[config.mk]
export PLATFORM = sky130hd
export DESIGN_NAME = rf_bypass3p
export DESIGN_NICKNAME = d
export VERILOG_FILES = /design/src/rtl/rf_bypass3p_pkg.sv /design/src/rtl/rf_store.sv /design/src/rtl/rf_rdport.sv /design/src/rtl/rf_bypass3p.sv
export SDC_FILE = /design/constraint.sdc
export NUM_CORES = 2
export LEC_CHECK = 0
export ABC_AREA = 1
export CAP_MARGIN = 30
export CORE_ASPECT_RATIO = 0.7
export CORE_MARGIN = 2
export CORE_UTILIZATION = 30
export CTS_CLUSTER_SIZE = 20
export DETAILED_ROUTE_END_ITERATION = 10
export PLACE_DENSITY = 0.47
export SLEW_MARGIN = 30
export SYNTH_ARGS = -nofsm -noshare
export SYNTH_HDL_FRONTEND = slang
export SYNTH_SLANG_ARGS = --single-unit
[constraint.sdc]
create_clock -name clk -period 1.8 [get_ports clk]
set_input_delay 0.27 -clock clk [delete_from_list [all_inputs] [get_ports clk]]
set_output_delay 0.27 -clock clk [all_outputs]
set_load 0.02 [all_outputs]
[src/rtl/rf_bypass3p_pkg.sv]
`timescale 1ns/1ps
package rf_bypass3p_pkg;
   localparam int RF_DEF_DATA_W = 32;
   localparam int RF_DEF_ADDR_W = 5;
   localparam int RF_RD_PORTS   = 2;

   typedef enum logic [1:0] {
      RF_SRC_ZERO  = 2'd0,
      RF_SRC_FWD   = 2'd1,
      RF_SRC_ARRAY = 2'd2
   } rf_src_e;
endpackage

[src/rtl/rf_store.sv]
`timescale 1ns/1ps
module rf_store #(
   parameter int DATA_W   = 32,
   parameter int ADDR_W   = 5,
   parameter bit ZERO_REG = 1'b1
) (
   input  logic              clk,
   input  logic              rst_n,
   input  logic              wr_en,
   input  logic [ADDR_W-1:0] wr_addr,
   input  logic [DATA_W-1:0] wr_data,
   output logic [DATA_W-1:0] q [1<<ADDR_W]
);
   localparam int NREG = 1 << ADDR_W;

   logic [NREG-1:0] sel;

   always_comb begin
      sel = '0;
      if (wr_en) sel[wr_addr] = 1'b1;
   end

   for (genvar g = 0; g < NREG; g++) begin : g_reg
      if (ZERO_REG && g == 0) begin : g_tied
         assign q[g] = '0;
      end else begin : g_flop
         logic [DATA_W-1:0] word;
         always_ff @(posedge clk or negedge rst_n) begin
            if (!rst_n)      word <= '0;
            else if (sel[g]) word <= wr_data;
         end
         assign q[g] = word;
      end
   end
endmodule

[src/rtl/rf_rdport.sv]
`timescale 1ns/1ps
module rf_rdport
   import rf_bypass3p_pkg::*;
#(
   parameter int DATA_W    = 32,
   parameter int ADDR_W    = 5,
   parameter bit BYPASS_EN = 1'b1,
   parameter bit ZERO_REG  = 1'b1
) (
   input  logic [ADDR_W-1:0] addr,
   input  logic              wr_en,
   input  logic [ADDR_W-1:0] wr_addr,
   input  logic [DATA_W-1:0] wr_data,
   input  logic [DATA_W-1:0] arr [1<<ADDR_W],
   output logic [DATA_W-1:0] data
);
   rf_src_e src;

   always_comb begin
      if (ZERO_REG && addr == '0)
         src = RF_SRC_ZERO;
      else if (BYPASS_EN && wr_en && wr_addr == addr)
         src = RF_SRC_FWD;
      else
         src = RF_SRC_ARRAY;
   end

   always_comb begin
      case (src)
         RF_SRC_ZERO: data = '0;
         RF_SRC_FWD:  data = wr_data;
         default:     data = arr[addr];
      endcase
   end
endmodule

[src/rtl/rf_bypass3p.sv]
`timescale 1ns/1ps
module rf_bypass3p
   import rf_bypass3p_pkg::*;
#(
   parameter int DATA_W    = RF_DEF_DATA_W,
   parameter int ADDR_W    = RF_DEF_ADDR_W,
   parameter bit BYPASS_EN = 1'b1,
   parameter bit ZERO_REG  = 1'b1
) (
   input  logic              clk,
   input  logic              rst_n,
   input  logic [ADDR_W-1:0] rd_addr_a,
   input  logic [ADDR_W-1:0] rd_addr_b,
   input  logic [ADDR_W-1:0] wr_addr,
   input  logic [DATA_W-1:0] wr_data,
   input  logic              wr_en,
   output logic [DATA_W-1:0] rd_data_a,
   output logic [DATA_W-1:0] rd_data_b
);
   localparam int NREG = 1 << ADDR_W;

   if (DATA_W < 1) begin : g_bad_data_w
      $error("rf_bypass3p: DATA_W must be at least 1");
   end
   if (ADDR_W < 1 || ADDR_W > 10) begin : g_bad_addr_w
      $error("rf_bypass3p: ADDR_W must lie in 1..10");
   end

   logic [DATA_W-1:0] arr [NREG];
   logic [ADDR_W-1:0] addr_v [RF_RD_PORTS];
   logic [DATA_W-1:0] data_v [RF_RD_PORTS];

   assign addr_v[0] = rd_addr_a;
   assign addr_v[1] = rd_addr_b;

   rf_store #(
      .DATA_W(DATA_W), .ADDR_W(ADDR_W), .ZERO_REG(ZERO_REG)
   ) u_store (
      .clk(clk), .rst_n(rst_n), .wr_en(wr_en),
      .wr_addr(wr_addr), .wr_data(wr_data), .q(arr)
   );

   for (genvar p = 0; p < RF_RD_PORTS; p++) begin : g_port
      rf_rdport #(
         .DATA_W(DATA_W), .ADDR_W(ADDR_W),
         .BYPASS_EN(BYPASS_EN), .ZERO_REG(ZERO_REG)
      ) u_rd (
         .addr(addr_v[p]), .wr_en(wr_en), .wr_addr(wr_addr),
         .wr_data(wr_data), .arr(arr), .data(data_v[p])
      );
   end

   assign rd_data_a = data_v[0];
   assign rd_data_b = data_v[1];
endmodule

==> results.cfg <==
[final_layout]
fillers = 19600
num-nets-final = 9749
largest-register = u_store.g.g_flop.word
drive_gt1_frac = 0.294
top_regs = u_store.g.g_flop.word (992)
utilization = 0.431
largest_reg_flops = 992
syn2layout_area_growth_pct = 42.7

[floorplanning]
dieWidth_um = 531
coreArea_um2 = 193000
start_util = 0.302
fp.dieH_um = 373
io_pins = 114
rows = 135
die_area_um2 = 198000

[timing]
hold_viol = 0
maxSlewViolCount = 0
whs_ns = 0.257
finClkSkew_ns = 0
worst_slack_ns = -0.656
rsz0062_at_grt = yes
tns_ns = -32.80
setup_violations = 64
slew_headroom = 0.396
tightest_slew_ns = 0.905
clock.fmax_mhz = 407
fin_crit_sh = 1.36
period_minus_slack_ns = 2.46

[power_and_ir_drop]
power_frac_seq = 0.375
switching_share = 0.347
p_int_mw = 50.7
power.total_mw = 77.6
combPwrFrac = 0.312
max-vdd-ir-drop_uv = 1040
switching_power_mw = 26.9
power.leakage_nw = 41.1
p_per_area_nw_per_um2 = 933
clockPowerShare = 0.313

[worst_hold_path]
hp-class = in2async

[setup_path]
criticalPathCategory = reg2out
r2r-start = u_store.g_reg[1].g_flop.word[6]$_DFFE_PN0P_
r2r_cells = 4
crit_start = u_store.g_reg[26].g_flop.word[18]$_DFFE_PN0P_
startpoint_type = register
critPathCaptureType = output pin
crit_end = rd_data_a[18]
r2r_slack_ns = 0.91
cp_max_fo = 2
cp.arrival_ns = 2.19
critPathRequiredTime_ns = 1.53
timing.rr.end = u_store.g_reg[1].g_flop.word[6]$_DFFE_PN0P_

[synth]
syn_area_um2 = 58300
synthMostInstantiatedCell = nand2_1
synthCells = 8907
synth_warnings = 0
synth.largest_area_cell = dfrtp_1
synth_seq_area_share = 0.426
synth-seq-cells = 992
synth_common_cells = nand2_1, nand3_1, dfrtp_1
synth-edff-count = 0
synthesis.nets = 8957
ys.flop_type = dfrtp_1
avgSynthCellArea_um2 = 6.55
synth_top_cell_area_share = 0.426
ys_types = 23
synthTopCellsByArea = dfrtp_1, nand2_1, nand3_1
async_flop_share = 1.00

[detailed_routing]
vias = 65300
drc_errors = 0
viasPerCell = 5.27
ant_nets = 0
wl_per_cell_um = 23.9
dr.pass1.iters = 9
wirelength_um = 296000
drt_iter0_markers = 7381

[clock_tree]
clk_pin_slew_worst_paths_ns = 0.06
cts_tree = built
clkLatencyLatePin_ns = 0.78
numCtsBuffers = 108
cts_sinks = 992
cts_max_path_buffers = 3
htreeDepth = 3
cts_root_buffer = clkbuf_16

[place]
port_buffers = 113
pre_cts_ws_ns = -1.34
dp_hpwl_um = 198000
place.gp.congestion = 0.932

[outcome]
violations = setup timing
outcome = finished with violations

[global_routing]
grt_max_degree = 79
overflow = 0
grt_pass1_wl_um = 429000
grt_pass1_vias = 61000
antenna_found_initial = 10
grt.total_usage = 0.293

[flow_run]
max_cap_viol_count = 0
==> cells in the final DEF, fill, tap and decap left out, types with 53 or more instances in the layout <==
cell	count
inv_2	325
nand2_4	53
dfrtp_1	992
nand3_2	651
clkbuf_16	108
o21ai_0	955
nand3_4	117
buf_6	134
buf_4	928
nand2_1	3070
nand2_2	153
nand3_1	1060
buf_12	301
nor2_1	132
inv_1	553
==> metal layers <==
layer,track usage,wire length [µm],vias to the layer above
li1,-,-,29900
met1,0.408,128000,31600
met2,0.436,126000,3101
met3,0.0601,27200,699
met4,0.123,15100,8
met5,0,50,-
==> kinds of logic (layout without fill, tap and decap cells) <==
kind of cell              count (synthesis)  in the layout  synth area share
and+or+nand+nor                        5293           5293             0.383
buffers and inverters                  1621           2504             0.105
AOI/OAI and AO/OA                      1000           1000            0.0859
DFF                                     992            992             0.426
xor gates and xnor gates                  1              1          0.000150
other                                     0              3                 0
==> what timing repair did <==
| action | in CTS | in global routing |
|---|---|---|
| endpoints found under the hold margin | 455 | 0 |
| hold buffers | 3 | 0 |
| buffers inserted | 63 | 94 |
| pin swaps | 407 | 450 |
| endpoints found under the setup margin | 64 | 64 |
| gates resized for setup | 1019 | 736 |
==> power by group through the flow <==
stage,Sequential [mW],Clock [mW],Combinational (mW)
CTS,28.9,24.7,22.4
floorplan,28.6,0,11.2
global route,29.6,25.5,26.7
finish,29.1,24.3,24.2
detailed placement,29.1,0,20.8
global placement,29.0,0,20.5
==> stage by stage <==
| stage | area, µm² | std cells |
|---|---|---|
| after floorplan | 58500 | 8907 |
| after global placement | 72700 | 12000 |
| after detailed placement | 72700 | 12000 |
| after CTS | 80100 | 12300 |
| after global routing | 83200 | 12400 |
| final | 83200 | 12400 |
==> critical path, stage by stage (launching register included) <==
cell and delay (ns):
dfrtp_1 0.39, inv_2 0.06, buf_4 0.10, nand2_2 0.05, nand3_2 0.07, nand3_2 0.09, nand3_2 0.11, nand3_4 0.16
nand3_4 0.13, nand2_8 0.09, buf_12 0.15
==> cell type report <==
class                           count  area [µm²]  share of cell area
Antenna cell                        3        7.51           0.0000902
Clock buffer                      154        3030              0.0364
Clock inverter                     47         691             0.00830
Inverter                          886        3370              0.0405
Multi-Input combinational cell   6294       32900               0.396
Sequential cell                   992       24800               0.298
Tap cell                         2603        3260              0.0391
Timing Repair Buffer             1417       15100               0.181
==> worst min path at each step <==
stage          start                                            to
6_report       rst_n  u_store.g_reg[14].g_flop.word[1]$_DFFE_PN0P_
4_1_cts        rst_n  u_store.g_reg[14].g_flop.word[1]$_DFFE_PN0P_
2_1_floorplan  rst_n  u_store.g_reg[10].g_flop.word[0]$_DFFE_PN0P_
5_1_grt        rst_n  u_store.g_reg[12].g_flop.word[4]$_DFFE_PN0P_
3_3_place_gp   rst_n  u_store.g_reg[29].g_flop.word[5]$_DFFE_PN0P_
3_5_place_dp   rst_n  u_store.g_reg[29].g_flop.word[5]$_DFFE_PN0P_
No activity file was read; power rests on OpenSTA's default activity.
